===== src/rtl/vnoise_pkg.sv =====
package vnoise_pkg;
  localparam int unsigned STATE_W  = 32;
  localparam int unsigned PIXEL_W  = 10;
  localparam int unsigned PIXELS   = 3;
  localparam logic [31:0] MULT_K   = 32'd1664525;
  localparam logic [31:0] INCR_K   = 32'd1013904223;
  localparam logic [31:0] SEED_RST = 32'h1234_5678;
endpackage


===== src/rtl/vnoise_mul_par.sv =====
// One-cycle (a*x + c) mod 2^W from half-width partial products.
module vnoise_mul_par #(
  parameter int unsigned W = 32,
  parameter logic [W-1:0] A = '0,
  parameter logic [W-1:0] C = '0
) (
  input  logic         clk,
  input  logic         rst,
  input  logic         clr,
  input  logic         start,
  input  logic [W-1:0] x,
  output logic         done,
  output logic [W-1:0] y
);
  localparam int unsigned HALF = W / 2;

  logic [W-1:0] term [4];
  logic [W-1:0] sum;

  for (genvar i = 0; i < 2; i++) begin : g_xi
    for (genvar j = 0; j < 2; j++) begin : g_aj
      localparam int unsigned SH = HALF * (i + j);
      if (SH < W) begin : g_keep
        logic [W-1:0] pp;
        assign pp = W'(x[i*HALF +: HALF]) * W'(A[j*HALF +: HALF]);
        assign term[i*2+j] = pp << SH;
      end else begin : g_skip
        assign term[i*2+j] = '0;
      end
    end
  end

  always_comb begin
    sum = C;
    for (int k = 0; k < 4; k++) sum = sum + term[k];
  end

  always_ff @(posedge clk) begin
    if (rst || clr) begin
      done <= 1'b0;
      y    <= '0;
    end else begin
      done <= start;
      if (start) y <= sum;
    end
  end
endmodule


===== src/rtl/vnoise_mul_seq.sv =====
// Four-cycle (a*x + c) mod 2^W on one half-width multiplier.
// x must stay stable while busy (it is the held state register).
module vnoise_mul_seq #(
  parameter int unsigned W = 32,
  parameter logic [W-1:0] A = '0,
  parameter logic [W-1:0] C = '0
) (
  input  logic         clk,
  input  logic         rst,
  input  logic         clr,
  input  logic         start,
  input  logic [W-1:0] x,
  output logic         done,
  output logic [W-1:0] y
);
  localparam int unsigned HALF = W / 2;

  logic [1:0]      step;
  logic            busy;
  logic [W-1:0]    acc;
  logic [HALF-1:0] opa, opb;
  logic [W-1:0]    mp, addend;

  always_comb begin
    opa    = step[1] ? x[W-1 -: HALF] : x[HALF-1:0];
    opb    = (step == 2'd1) ? A[W-1 -: HALF] : A[HALF-1:0];
    mp     = W'(opa) * W'(opb);
    if (step == 2'd3)      addend = C;
    else if (step == 2'd0) addend = mp;
    else                   addend = mp << HALF;
  end

  always_ff @(posedge clk) begin
    if (rst || clr) begin
      busy <= 1'b0;
      done <= 1'b0;
      step <= '0;
      acc  <= '0;
    end else begin
      done <= 1'b0;
      if (start) begin
        busy <= 1'b1;
        step <= '0;
        acc  <= '0;
      end else if (busy) begin
        acc  <= acc + addend;
        step <= step + 2'd1;
        if (step == 2'd3) begin
          busy <= 1'b0;
          done <= 1'b1;
        end
      end
    end
  end

  assign y = acc;
endmodule


===== src/rtl/vnoise_slicer.sv =====
// Holds the state word and hands out its fields top-down over valid/ready.
module vnoise_slicer #(
  parameter int unsigned W  = 32,
  parameter int unsigned SW = 10,
  parameter int unsigned NS = 3,
  parameter logic [W-1:0] RESET_WORD = '0,
  localparam int unsigned IW = (NS > 1) ? $clog2(NS) : 1
) (
  input  logic          clk,
  input  logic          rst,
  input  logic          load,
  input  logic [W-1:0]  word_in,
  input  logic          ready,
  output logic          valid,
  output logic [SW-1:0] data,
  output logic [W-1:0]  word,
  output logic [IW-1:0] idx,
  output logic          last_taken
);
  logic [SW-1:0] fld [NS];
  logic [IW-1:0] idx_nxt;

  for (genvar k = 0; k < NS; k++) begin : g_fld
    assign fld[k] = word[W-1-k*SW -: SW];
  end

  assign idx_nxt    = idx + 1'b1;
  assign last_taken = valid && ready && (idx == IW'(NS - 1));

  always_ff @(posedge clk) begin
    if (rst) begin
      word  <= RESET_WORD;
      idx   <= '0;
      valid <= 1'b1;
      data  <= RESET_WORD[W-1 -: SW];
    end else if (load) begin
      word  <= word_in;
      idx   <= '0;
      valid <= 1'b1;
      data  <= word_in[W-1 -: SW];
    end else if (valid && ready) begin
      if (idx == IW'(NS - 1)) begin
        valid <= 1'b0;
      end else begin
        idx  <= idx_nxt;
        data <= fld[idx_nxt];
      end
    end
  end
endmodule


===== src/rtl/vnoise_gen.sv =====
module vnoise_gen #(
  parameter int unsigned W  = vnoise_pkg::STATE_W,
  parameter int unsigned SW = vnoise_pkg::PIXEL_W,
  parameter int unsigned NS = vnoise_pkg::PIXELS,
  parameter bit SERIAL = 1'b0,
  parameter logic [W-1:0] A = vnoise_pkg::MULT_K,
  parameter logic [W-1:0] C = vnoise_pkg::INCR_K,
  parameter logic [W-1:0] RESET_SEED = vnoise_pkg::SEED_RST,
  localparam int unsigned IW = (NS > 1) ? $clog2(NS) : 1
) (
  input  logic          clk,
  input  logic          rst,
  input  logic          seed_load,
  input  logic [W-1:0]  seed_value,
  input  logic          sample_ready,
  output logic          sample_valid,
  output logic [SW-1:0] sample_data
);
  logic [W-1:0]  state, prod;
  logic          mul_done, mul_start, last_taken, load;
  logic [W-1:0]  word_in;
  logic [IW-1:0] field_idx;

  assign mul_start = last_taken && !seed_load;
  assign load      = seed_load || mul_done;
  assign word_in   = seed_load ? seed_value : prod;

  if (SERIAL) begin : g_ser
    vnoise_mul_seq #(.W(W), .A(A), .C(C)) u_mul (
      .clk(clk), .rst(rst), .clr(seed_load), .start(mul_start),
      .x(state), .done(mul_done), .y(prod));
  end else begin : g_par
    vnoise_mul_par #(.W(W), .A(A), .C(C)) u_mul (
      .clk(clk), .rst(rst), .clr(seed_load), .start(mul_start),
      .x(state), .done(mul_done), .y(prod));
  end

  vnoise_slicer #(.W(W), .SW(SW), .NS(NS), .RESET_WORD(RESET_SEED)) u_slice (
    .clk(clk), .rst(rst), .load(load), .word_in(word_in),
    .ready(sample_ready), .valid(sample_valid), .data(sample_data),
    .word(state), .idx(field_idx), .last_taken(last_taken));
endmodule


===== config.mk =====
export PLATFORM = sky130hd
export DESIGN_NAME = vnoise_gen
export DESIGN_NICKNAME = d
export VERILOG_FILES = /design/src/rtl/vnoise_pkg.sv /design/src/rtl/vnoise_mul_par.sv /design/src/rtl/vnoise_mul_seq.sv /design/src/rtl/vnoise_slicer.sv /design/src/rtl/vnoise_gen.sv
export SDC_FILE = /design/constraint.sdc
export NUM_CORES = 1
export LEC_CHECK = 0
export BUFFER_PORTS_ARGS = -buffer_cell sky130_fd_sc_hd__clkbuf_2
export CAP_MARGIN = 30
export CORE_ASPECT_RATIO = 0.9
export CORE_MARGIN = 4
export CORE_UTILIZATION = 50
export CTS_CLUSTER_DIAMETER = 50
export DETAILED_ROUTE_END_ITERATION = 8
export PLACE_DENSITY_LB_ADDON = 0.25
export SETUP_SLACK_MARGIN = 0.15
export SLEW_MARGIN = 20
export SYNTH_ARGS = -nofsm -noshare
export SYNTH_HDL_FRONTEND = slang
export SYNTH_SLANG_ARGS = --single-unit

===== constraint.sdc =====
create_clock -name clk -period 18.6 [get_ports clk]
set_input_delay 3.72 -clock clk [delete_from_list [all_inputs] [get_ports clk]]
set_output_delay 3.72 -clock clk [all_outputs]
set_load 0.02 [all_outputs]

==> run_results.csv <==
group,metric,value,unit
global_route,grt-ovfl-total,0,
synth,syn_area_per_cell,8.97,µm²
synth,yosys-top-cells-area,"ha_1 27%, fa_1 20%, dfxtp_1 13%, inv_1 7.9%, xnor2_1 3.4%",
detailed_routing,vias_per_cell,5.58,
timing,period_minus_slack,8190,ps
clock_network,root_buffer,"clkbuf_16",
clock_network,cts.htree.levels,3,
synth,synth.most_common_cell,"ha_1",
timing,maxSlewHeadroom,0.313,
timing,fin_tns_setup,0,ps
worst_setup_path,cp.buffers_inverters,3,
synth,yosys_warnings,0,
synth,syn_nets,1710,
floorplan,ios,47,
synth,synth_async_sr_flop_share,0,
detailed_routing,drc_errors,0,
timing,fin_crit_sh,0.440,
global_route,grt_max_degree,68,
global_route,grt_pass1_wl,49700,µm
worst_hold_path,min_path_type,"flip-flop to flip-flop",
floorplan,die_y,153,µm
detailed_routing,first_pass_iters,6,
timing,grt_setup_unrepaired,"no",
synth,synth.top_cell.area_share,0.274,
clock_network,post_cts_buffers,0,
timing,finalSetupViolations,0,
floorplan,num_rows,52,
timing,skew,7.25,ps
timing,worst_pin_slew,1030,ps
worst_setup_path,cpPeakStageDelay,620,ps
worst_setup_path,path_class,"flip-flop to flip-flop",
detailed_routing,wl_per_cell,18.9,µm
layout,multi_input_area,9060,µm²
layout,nets,1738,
global_route,grt_pass1_vias,9055,
worst_setup_path,cp.arrival,8440,ps
synth,yosys_most_used_dff,"dfxtp_1",
worst_setup_path,cp.depth,26,
placed_design,gp_congestion,0.949,
floorplan,core-area,22800,µm²
timing,final_hold_viol_count,0,
clock_network,clkSinkCount,78,
detailed_routing,routed_wl,30900,µm
detailed_routing,drtIter0Drc,668,
synth,syn_area,11700,µm²
worst_setup_path,cp-start-kind,"flip-flop",
layout,drive_gt1_frac,0.0681,
floorplan,start_util,0.513,
worst_setup_path,required,18850,ps
worst_setup_path,r2r_slack,10410,ps
clock_network,cts_hold_buf,0,
synth,synth.largest_area_cell,"ha_1",
synth,synth_edf_count,0,
worst_setup_path,cp_max_fo,8,
layout,fin_util,0.551,
clock_network,numCtsBuffers,9,
job,cap_violations,0,
global_route,grt_usage,0.244,
outcome,status,"finished, final reports clean",
placed_design,hpwl,25900,µm
worst_setup_path,reg2reg_depth,26,
synth,yosysSeqAreaShare,0.134,
worst_setup_path,crit_path_end_kind,"flip-flop",
layout,area_growth,7.27,%
global_route,antenna_found_initial,0,
floorplan,die_area,25900,µm²
floorplan,die_w,169,µm
layout,diodes,0,
synth,netlist_top_cells_count,"256 x ha_1, 247 x inv_1, 115 x fa_1",
clock_network,cts_buffer_depth,2,
detailed_routing,vias,9104,
timing,fmax,122,MHz
layout,fillers,2113,
clock_network,cts_resized,0,
worst_hold_path,hold_depth,2,
placed_design,portBuffers,46,
layout,seqCellArea,1560,µm²
synth,postSynthCellCount,1303,
clock_network,clk-insertion-delay-late,350,ps
worst_setup_path,critPathSlowestCell,"dfxtp_1",
clock_network,cts_tree,"done",
detailed_routing,ant_nets,0,
synth,ys_ff_latch,78,
timing,drv_slew,0,
clock_network,clk_pin_slew,70,ps
synth,synth.distinct_cells,56,
worst_setup_path,cp_top_family,"adder cells",
==> layout make-up <==
type / count / share of cell area
multi-input cells: 941 / 0.723
flip-flops and latches: 78 / 0.125
inverters: 247 / 0.0739
well taps: 297 / 0.0296
repair buffers: 54 / 0.0247
clock buffers: 9 / 0.0180
clock inverters: 7 / 0.00639
==> metrics by stage <==
| step | std cells | instance area, µm² | setup WS [ps] | hold slack [ps] |
|---|---|---|---|---|
| after CTS | 1632 | 12500 | 10400 | 451 |
| after global routing | 1633 | 12500 | 10040 | 478 |
| after floorplan | 1303 | 11700 | 11140 | 427 |
| after global placement | 1616 | 12200 | 10650 | 440 |
| final | 1633 | 12500 | 10410 | 452 |
| after detailed placement | 1616 | 12200 | 10440 | 446 |
==> metal layers <==
layer  track usage  part of all wire
met2         0.376              0.44
met1         0.370              0.48
met3        0.0271             0.060
met4        0.0521             0.018
met5             0                 0
==> worst min-delay path, stage by stage, from the launching register on <==
cell     delay, ps
dfxtp_1        310
nand2_1         50
a21oi_1         50
==> state kept, by name (all words and copies together) (netlist names) <==
register	count
g_par.u_mul.done	1
g_par.u_mul.y	32
u_slice.data	10
u_slice.idx	2
u_slice.valid	1
u_slice.word	32
==> path summary, 6_finish.rpt <==
kind	to	from
worst max register to register	g_par.u_mul.y[31]$_SDFFE_PP0P_	u_slice.word[16]$_SDFFE_PP0P_
worst min-delay path	g_par.u_mul.y[28]$_SDFFE_PP0P_	g_par.u_mul.y[28]$_SDFFE_PP0P_
worst min register to register	g_par.u_mul.y[28]$_SDFFE_PP0P_	g_par.u_mul.y[28]$_SDFFE_PP0P_
worst max-delay path	g_par.u_mul.y[31]$_SDFFE_PP0P_	u_slice.word[16]$_SDFFE_PP0P_
==> logic make-up after synthesis <==
logic type | Yosys count | share of synthesized area
adders and majority gates | 371 | 0.471
xor gates and xnor gates | 56 | 0.0444
buffers and inverters | 284 | 0.0912
and+or+nand+nor | 252 | 0.103
DFF | 78 | 0.134
AOI/OAI and AO/OA | 228 | 0.127
muxes | 34 | 0.0294
==> layout by cell type (no fill, tap or decap), types with 8 or more instances in the layout <==
cell type / n
inv_1: 247
nand3_1: 17
nor2_1: 69
nor3_1: 17
mux2i_1: 31
a221oi_1: 9
o21ai_0: 64
clkbuf_16: 9
o21a_1: 8
a21boi_0: 8
a21oi_1: 58
nand2_1: 68
xnor2_1: 46
fa_1: 115
dfxtp_1: 77
a211oi_1: 8
ha_1: 256
nor2b_1: 25
clkbuf_2: 46
nand2b_1: 19
a21o_1: 14
and3_1: 14
o311ai_0: 10
Power is not shown: default switching activity piles up to over one toggle a cycle in this logic, so the estimate is an artifact.
